`config.mk`:
```
export PLATFORM = sky130hd
export DESIGN_NAME = irq_chain_unit
export DESIGN_NICKNAME = d
export VERILOG_FILES = /design/src/rtl/irq_chain_pkg.sv /design/src/rtl/strobe_decode.sv /design/src/rtl/reti_snoop.sv /design/src/rtl/chain_ctrl.sv /design/src/rtl/req_pin_mux.sv /design/src/rtl/irq_chain_unit.sv
export SDC_FILE = /design/constraint.sdc
export NUM_CORES = 1
export LEC_CHECK = 0
export CAP_MARGIN = 20
export CORE_AREA = 4 4 41 43
export DETAILED_ROUTE_END_ITERATION = 8
export DIE_AREA = 0 0 45 47
export PLACE_DENSITY = 0.65
export SLEW_MARGIN = 20
export SYNTH_ARGS = -nofsm -noshare
export SYNTH_HDL_FRONTEND = slang
export SYNTH_SLANG_ARGS = --single-unit
```
`constraint.sdc`:
```
create_clock -name clk -period 1.8 [get_ports clk]
set_clock_uncertainty 0.2 [all_clocks]
set_input_delay 0.36 -clock clk [delete_from_list [all_inputs] [get_ports clk]]
set_output_delay 0.36 -clock clk [all_outputs]
set_load 0.01 [all_outputs]
```
`src/rtl/irq_chain_pkg.sv`:
```
// Shared constants and types for the daisy-chain interrupt unit.
// Assumes: 8-bit opcode bytes; the return sequence is a fixed prefix/suffix pair.
package irq_chain_pkg;
    localparam int unsigned BYTE_W = 8;
    localparam logic [BYTE_W-1:0] RET_PREFIX = 8'hED;
    localparam logic [BYTE_W-1:0] RET_SUFFIX = 8'h4D;

    typedef enum logic {
        SNOOP_IDLE  = 1'b0,
        SNOOP_ARMED = 1'b1
    } snoop_state_e;
endpackage

```
`src/rtl/strobe_decode.sv`:
```
// Turns the raw active-low bus strobes into one-cycle events.
// fetch_evt: first low cycle of the fetch strobe with the I/O strobe high.
// ack_evt:   first cycle in which both strobes are low together.
// ack_active: both strobes currently low.
// Assumes: strobes are synchronous to clk; during an acknowledge both fall together.
module strobe_decode (
    input  logic clk,
    input  logic rst_n,
    input  logic fetch_n,
    input  logic ioreq_n,
    output logic fetch_evt,
    output logic ack_evt,
    output logic ack_active
);
    logic fetch_prev_n;
    logic ack_prev;

    // Remember last cycle's strobe levels for edge detection.
    always_ff @(posedge clk) begin
        if (!rst_n) begin
            fetch_prev_n <= 1'b1;
            ack_prev     <= 1'b0;
        end else begin
            fetch_prev_n <= fetch_n;
            ack_prev     <= ack_active;
        end
    end

    // Decode the events from current and previous levels.
    always_comb begin
        ack_active = !fetch_n && !ioreq_n;
        ack_evt    = ack_active && !ack_prev;
        fetch_evt  = !fetch_n && fetch_prev_n && ioreq_n;
    end
endmodule

```
`src/rtl/reti_snoop.sv`:
```
// Watches fetched opcode bytes for the two-byte return-from-interrupt sequence.
// reti_hit is high in the cycle the suffix byte is fetched right after the prefix.
// Assumes: fetch_evt marks a cycle in which data_in holds a valid opcode byte.
module reti_snoop
    import irq_chain_pkg::*;
#(
    parameter int unsigned          W      = BYTE_W,
    parameter logic [W-1:0]         PREFIX = RET_PREFIX,
    parameter logic [W-1:0]         SUFFIX = RET_SUFFIX
) (
    input  logic         clk,
    input  logic         rst_n,
    input  logic         fetch_evt,
    input  logic [W-1:0] data_in,
    output logic         reti_hit,
    output logic         armed
);
    snoop_state_e state_q;
    snoop_state_e state_d;

    // Next-state logic: a prefix (re)arms, anything else returns to idle.
    always_comb begin
        state_d  = state_q;
        reti_hit = 1'b0;
        if (fetch_evt) begin
            if (data_in == PREFIX) begin
                state_d = SNOOP_ARMED;
            end else begin
                state_d  = SNOOP_IDLE;
                reti_hit = (state_q == SNOOP_ARMED) && (data_in == SUFFIX);
            end
        end
    end

    // State register.
    always_ff @(posedge clk) begin
        if (!rst_n) state_q <= SNOOP_IDLE;
        else        state_q <= state_d;
    end

    assign armed = (state_q == SNOOP_ARMED);

    // A completed sequence always leaves the detector idle.
    p_disarm_after_hit_r6: assert property (@(posedge clk) disable iff (!rst_n)
        reti_hit |=> !armed);

    // A fetch of a non-prefix byte never leaves the detector armed.
    p_abort_on_other_r8: assert property (@(posedge clk) disable iff (!rst_n)
        (fetch_evt && data_in != PREFIX) |=> !armed);
endmodule

```
`src/rtl/chain_ctrl.sv`:
```
// Holds the pending and under-service state of the unit in the priority chain.
// Grants an acknowledge only with chain enable high and a request pending, and
// releases service on a return sequence only with chain enable high.
// Assumes: chain_en_in is stable across each strobe cycle.
module chain_ctrl (
    input  logic clk,
    input  logic rst_n,
    input  logic irq_event,
    input  logic ack_evt,
    input  logic ack_active,
    input  logic chain_en_in,
    input  logic reti_hit,
    output logic pending,
    output logic in_service,
    output logic vec_oe
);
    logic grant;

    // Acknowledge is ours only if no higher device blocks and we asked.
    assign grant = ack_evt && chain_en_in && pending;

    // Pending request: set by an event, cleared when the acknowledge is granted.
    always_ff @(posedge clk) begin
        if (!rst_n)         pending <= 1'b0;
        else if (irq_event) pending <= 1'b1;
        else if (grant)     pending <= 1'b0;
    end

    // Under-service flag: set on grant, cleared by a return seen while enabled.
    always_ff @(posedge clk) begin
        if (!rst_n)                          in_service <= 1'b0;
        else if (grant)                      in_service <= 1'b1;
        else if (reti_hit && chain_en_in)    in_service <= 1'b0;
    end

    // Vector drive: on from grant for as long as the acknowledge lasts.
    always_ff @(posedge clk) begin
        if (!rst_n) vec_oe <= 1'b0;
        else        vec_oe <= grant || (vec_oe && ack_active);
    end

    // A granted acknowledge moves the request into service.
    p_grant_to_service_r3: assert property (@(posedge clk) disable iff (!rst_n)
        (ack_evt && chain_en_in && pending && !irq_event) |=> (in_service && !pending));

    // Blocked from above, the service state cannot be released.
    p_service_kept_r7: assert property (@(posedge clk) disable iff (!rst_n)
        (in_service && !chain_en_in) |=> in_service);

    // The vector is only ever driven inside or just after an acknowledge.
    p_vec_in_ack_r3: assert property (@(posedge clk) disable iff (!rst_n)
        vec_oe |-> $past(ack_active));

    // An acknowledge without enable or request leaves the vector off.
    p_ignored_ack_r4: assert property (@(posedge clk) disable iff (!rst_n)
        (ack_evt && (!chain_en_in || !pending)) |=> !vec_oe);
endmodule

```
`src/rtl/req_pin_mux.sv`:
```
// Chooses what drives the open-drain request line: the interrupt request while
// the unit is not bus master, a one-cycle pulse while it is.
// Assumes: pulse_event is a single-cycle strobe.
module req_pin_mux (
    input  logic clk,
    input  logic rst_n,
    input  logic bus_master,
    input  logic pulse_event,
    input  logic pending,
    output logic irq_pull
);
    logic pulse_q;

    // Register a pulse request only while the bus is held.
    always_ff @(posedge clk) begin
        if (!rst_n) pulse_q <= 1'b0;
        else        pulse_q <= bus_master && pulse_event;
    end

    // Select the source of the line.
    always_comb begin
        if (bus_master) irq_pull = pulse_q;
        else            irq_pull = pending;
    end

    // Without a pulse request last cycle, mastership keeps the line released.
    p_pulse_single_r9: assert property (@(posedge clk) disable iff (!rst_n)
        (bus_master && $past(bus_master) && !$past(pulse_event)) |-> !irq_pull);

    // Taking the bus never inherits a stale pulse or a request.
    p_master_masks_r10: assert property (@(posedge clk) disable iff (!rst_n)
        $rose(bus_master) |-> !irq_pull);
endmodule

```
`src/rtl/irq_chain_unit.sv`:
```
// Top of the daisy-chain interrupt unit. Connects strobe decoding, return
// snooping, chain state and the request-line mux, and drives the chain output
// and the vector bus.
// Assumes: all inputs synchronous to clk; irq_pull=1 means pull the shared line low.
module irq_chain_unit
    import irq_chain_pkg::*;
#(
    parameter int unsigned         W      = BYTE_W,
    parameter logic [W-1:0]        VEC_ID = 8'hA4,
    parameter logic [W-1:0]        PREFIX = RET_PREFIX,
    parameter logic [W-1:0]        SUFFIX = RET_SUFFIX
) (
    input  logic         clk,
    input  logic         rst_n,
    input  logic         fetch_n,
    input  logic         ioreq_n,
    input  logic [W-1:0] data_in,
    input  logic         bus_master,
    input  logic         irq_event,
    input  logic         pulse_event,
    input  logic         chain_en_in,
    output logic         chain_en_out,
    output logic         irq_pull,
    output logic [W-1:0] vec_out,
    output logic         vec_oe
);
    logic fetch_evt;
    logic ack_evt;
    logic ack_active;
    logic reti_hit;
    logic armed;
    logic pending;
    logic in_service;

    strobe_decode u_strobe (
        .clk        (clk),
        .rst_n      (rst_n),
        .fetch_n    (fetch_n),
        .ioreq_n    (ioreq_n),
        .fetch_evt  (fetch_evt),
        .ack_evt    (ack_evt),
        .ack_active (ack_active)
    );

    reti_snoop #(
        .W      (W),
        .PREFIX (PREFIX),
        .SUFFIX (SUFFIX)
    ) u_snoop (
        .clk       (clk),
        .rst_n     (rst_n),
        .fetch_evt (fetch_evt),
        .data_in   (data_in),
        .reti_hit  (reti_hit),
        .armed     (armed)
    );

    chain_ctrl u_ctrl (
        .clk         (clk),
        .rst_n       (rst_n),
        .irq_event   (irq_event),
        .ack_evt     (ack_evt),
        .ack_active  (ack_active),
        .chain_en_in (chain_en_in),
        .reti_hit    (reti_hit),
        .pending     (pending),
        .in_service  (in_service),
        .vec_oe      (vec_oe)
    );

    req_pin_mux u_pin (
        .clk         (clk),
        .rst_n       (rst_n),
        .bus_master  (bus_master),
        .pulse_event (pulse_event),
        .pending     (pending),
        .irq_pull    (irq_pull)
    );

    // Chain output: pass a block from above, add our own while active.
    assign chain_en_out = chain_en_in && !pending && !in_service;

    // Vector bus: our identifier only while the vector is enabled.
    assign vec_out = vec_oe ? VEC_ID : '0;

    // A block from above always reaches the lower neighbours.
    p_block_passes_r5: assert property (@(posedge clk) disable iff (!rst_n)
        !chain_en_in |-> !chain_en_out);

    // The vector is only driven while this unit holds service.
    p_vec_needs_service_r3: assert property (@(posedge clk) disable iff (!rst_n)
        vec_oe |-> in_service);
endmodule

```
# ---- Word-level counts from Yosys, hierarchy flattened
# Cells that the tools add are included.
# W data, S select, Z words.
dict set report classes {
  n_eq_ne 2
  muxes 9
  n_reduce_logical 20
}
# op n
set op_table {}
lappend op_table {{$logic_and A1 B1 Y1} 12}
lappend op_table {{$eq A8 B7 Y1 const B} 1}
lappend op_table {{$eq A8 B8 Y1 const B} 1}
lappend op_table {{$mux W1} 8}
lappend op_table {{$mux W8} 1}
lappend op_table {{$logic_not A1 Y1} 5}
lappend op_table {{$reduce_bool A2 Y1} 2}
lappend op_table {{$logic_or A1 B1 Y1} 1}
dict set report totals {
  reg_bits 7
  in_bits 16
  output_inout_bits 11
  elab_cells 38
}

# ---- Logic depth before layout (Yosys ltp)
# Gate-level depths: netlist (run 1).
dict set report logic_depth {
  word_depth 7
  ltp_mapped 3
}

# ---- By module
# A second synthesis (run 1) with hierarchy kept.
dict set report hier_totals {
  hier_cells 39
  area_unflattened_um2 372.9
}
# module n_inst cells_per_inst area_per_inst_um2 seq_area_each_um2
set by_module_without_submodules {}
lappend by_module_without_submodules {chain_ctrl 1 11 105.1 60.1}
lappend by_module_without_submodules {reti_snoop 1 8 77.6 20.0}
lappend by_module_without_submodules {irq_chain_unit 1 10 76.3 0.0}
lappend by_module_without_submodules {strobe_decode 1 7 71.3 40.0}
lappend by_module_without_submodules {req_pin_mux 1 3 42.5 20.0}

# ---- Worst setup path before layout (run 1)
# Ideal clock, no wire load.
dict set report synth_timing {
  path_type {input -> register}
  startpoint {input port data_in[1]}
  endpoint {register u_snoop.state_q, in the netlist u_snoop.armed}
  t_arrival_ps 1142
  required_ps 1530
  setup_slack_ps 388
  cell_stages 3
  cell_sequence {nand4b_1 or4_1 a21boi_1}
}
dict set report synth_between {
  elab_chain_cells 2
}
# element line_no
set synth_lines {}
lappend synth_lines {{from (decl)} irq_chain_unit.sv:17} ;# input logic [W-1:0] data_in,
lappend synth_lines {{$eq A8 B8 Y1} reti_snoop.sv:26} ;# if (data_in == PREFIX) begin
lappend synth_lines {{$mux W1} reti_snoop.sv:26}
lappend synth_lines {{to (signal assigned)} reti_snoop.sv:38} ;# else state_q <= state_d;
lappend synth_lines {{to (decl)} reti_snoop.sv:18} ;# snoop_state_e state_q;
# Every way passes these cells.
# A chain may end at the register's enable or synchronous reset.

# ---- Worst setup path after layout (run 1)
dict set report layout_timing {
  startpoint {register u_ctrl.vec_oe}
  endpoint {output port vec_out[5]}
}
dict set report layout_between {
  elab_chain_cells 1
}
# element line_no
set layout_lines {}
lappend layout_lines {{from (decl)} chain_ctrl.sv:15} ;# output logic vec_oe
lappend layout_lines {{from (signal assigned)} chain_ctrl.sv:39} ;# else vec_oe <= grant || (vec_oe && ack_active);
lappend layout_lines {{$mux W8} irq_chain_unit.sv:84} ;# assign vec_out = vec_oe ? VEC_ID : '0;
lappend layout_lines {{to (decl)} irq_chain_unit.sv:24} ;# output logic [W-1:0] vec_out,
# Every way passes these cells.

==> results of run 1 <==
-- kinds of logic (layout without fill, tap and decap cells) --
| family | Yosys count | count (layout) | synth area share, % |
|---|---|---|---|
| compound gates | 4 | 4 | 8.128 |
| other cells | 1 | 5 | 1.059 |
| flops | 7 | 7 | 39.57 |
| buf+inv | 9 | 29 | 18.02 |
| simple gates | 16 | 16 | 30.04 |
| mux | 1 | 1 | 3.180 |
-- worst max path at each step --
| stage | start | to | slack, ns | cells past startpoint |
|---|---|---|---|---|
| floorplan | data_in[1] | u_snoop.armed | 0.39 | 3 |
| global placement | chain_en_in | chain_en_out | -0.42 | 3 |
| detailed placement | bus_master | irq_pull | -0.40 | 3 |
| CTS | u_ctrl.vec_oe | vec_oe | 0.04 | 1 |
| global route | u_ctrl.vec_oe | vec_out[5] | 0.01 | 1 |
| finish | u_ctrl.vec_oe | vec_out[5] | 0.07 | 1 |
-- Yosys cell counts (all sizes together), types with 2 or more instances --
cell type	n
buf	8
dfxtp	7
nand2	3
nand2b	2
nand3b	2
-- repair_timing --
action,4_1_cts,5_1_grt
pin swaps,0,0
hold endpoints to repair,0,0
setup endpoints to repair,2,4
resized for setup,10,2
-- routing by layer --
layer / GRT usage, % / routed length (µm) / vias up
met3: 4.598 / 110 / 2
li1: - / - / 170
met2: 14.41 / 350 / 19
met4: 3.509 / 14 / 0
met1: 11.47 / 364 / 136
met5: 0 / 0 / -
-- registers in the layout, summed over array words and instances (netlist names) --
signal                 cells
u_snoop.armed              1
u_strobe.ack_prev          1
u_ctrl.in_service          1
u_pin.pulse_q              1
u_ctrl.vec_oe              1
u_ctrl.pending             1
u_strobe.fetch_prev_n      1
-- power breakdown --
part | internal (µW) | switching, µW | total (µW)
registers | 161 | 3.56 | 164
clock network | 84.5 | 56.7 | 141
logic | 45.8 | 24.1 | 69.9
total | 291 | 84.3 | 375
-- per-stage QoR --
stage | worst slack, ns | utilization (%) | hold WS [ns]
after CTS | 0.03887 | 45.00 | 0.2572
final | 0.06670 | 45.38 | 0.2568
after global routing | 0.01319 | 45.38 | 0.3138
after floorplan | 0.3876 | - | 0.2307
after global placement | -0.4165 | 43.08 | 0.2452
after detailed placement | -0.4000 | 43.08 | 0.2502
-- final cells by class --
class	instances	area [µm²]
inverter	1	3.754
clock buffer	4	26.28
tap	15	18.77
timing repair buffer	24	231.5
fill	138	710.7
sequential	7	140.1
multi-input combinational	26	170.2
==> flow_summary.json, run 1 <==
{
  "yosysWarnings": 0,
  "crit_slowest_cell": "clkdlybuf4s50_1",
  "crit_fanout": 5,
  "rows": 13,
  "rsz0062_at_grt": "no",
  "run_status": "finished clean",
  "fin_nets": 79,
  "path_cells": "clkdlybuf4s50_1",
  "vdd.ir_drop.worst_v": 0.0002373,
  "routed_via_density": 4.247,
  "reg2reg_to": "u_ctrl.pending",
  "drtPass1Iterations": 2,
  "synth-seq-area-share_pct": 39.58,
  "insertion_delay_ns": 0.25,
  "hold_depth": 2,
  "path_buf_inv": 1,
  "mostFrequentLayoutCells": "clkdlybuf4s50_1, dfxtp_1, conb_1",
  "min_from": "u_snoop.armed",
  "synth_top_cell_by_area": "dfxtp_1",
  "power_density_mw_per_mm2": 635.7,
  "clk_path_buf_depth": 2,
  "cp.arrival_ns": 1.17,
  "hold_viol_final": 0,
  "overflow": 0,
  "placeableCoreArea_mm2": 0.001301,
  "cap_violations": 0,
  "leakagePower_uw": 0.0002659,
  "vias": 327,
  "die_h_um": 47,
  "synth.avg_cell_area_um2": 9.318,
  "clk_pin_slew_ns": 0.05,
  "r2r_setup_slack_ns": 0.51,
  "grt_pass1_vias": 349,
  "hold_end": "u_snoop.armed",
  "diodes": 0,
  "path_class": "register to output pin",
  "clock-sinks": 7,
  "htree_levels": 1,
  "critPathMaxStageDelay_ns": 0.56,
  "synth.area.top_cells": "dfxtp_1, buf_4, nand3b_1",
  "crit_required_ns": 1.24,
  "die_x_um": 45,
  "power.total_uw": 375.4,
  "finalSetupViolCount": 0,
  "period_share_pct": 96.29,
  "hpwlAfterDp_um": 672.4,
  "syn_area_um2": 354.1,
  "critPathTopFamily": "buffers and inverters",
  "place_area_um2": 560.5,
  "dp_cells": 73,
  "setup_tns_ns": 0,
  "portBuffers": 21,
  "drt-total-wl_um": 840,
  "drt-wirelength-per-cell_um": 10.91,
  "final_cells": 77,
  "antenna_left": 0,
  "synth_cells": 38,
  "dieArea_mm2": 0.002115,
  "cts-root-buf": "clkbuf_4",
  "drc_errors": 0,
  "final_common_cell": "clkdlybuf4s50_1",
  "cts_hold_buffers": 0,
  "fin_area_um2": 590.6,
  "place_congestion": 0.7370,
  "worstSetupEndpointType": "output pin",
  "synth_top_area_share_pct": 39.58,
  "grt_first_pass_wirelength_um": 1442,
  "ys_types": 21,
  "numCtsBuffers": 3,
  "async_flop_share_pct": 0,
  "r2r_start": "u_strobe.ack_prev",
  "start_util_pct": 27.21,
  "grt_usage_pct": 9.429,
  "worstRegToRegCells": 3,
  "antenna_found_initial": 0,
  "post_cts_buffers": 0,
  "first_iter_violations": 2,
  "period_needed_ns": 1.733,
  "start_kind": "register",
  "grt_max_degree": 6,
  "max_freq_ghz": 0.5769,
  "report.final.slew_viol_count": 0,
  "cts_tree": "built",
  "drive_gt1_share_pct": 16.13,
  "ios": 27,
  "synth-seq-cells": 7,
  "area_delta_synth_final_pct": 66.78,
  "synthFlopType": "dfxtp_1",
  "worst_hold_path_type": "register to register",
  "synth_enable_flop_cells": 0
}
Power figures use the tool's default switching activity.
==> run 2, diff against run 1 <==
Settings changed: CAP_MARGIN 20 to 25.
==> results of run 2 <==
The final DEF is identical to that of run 1; final timing and power are the same.
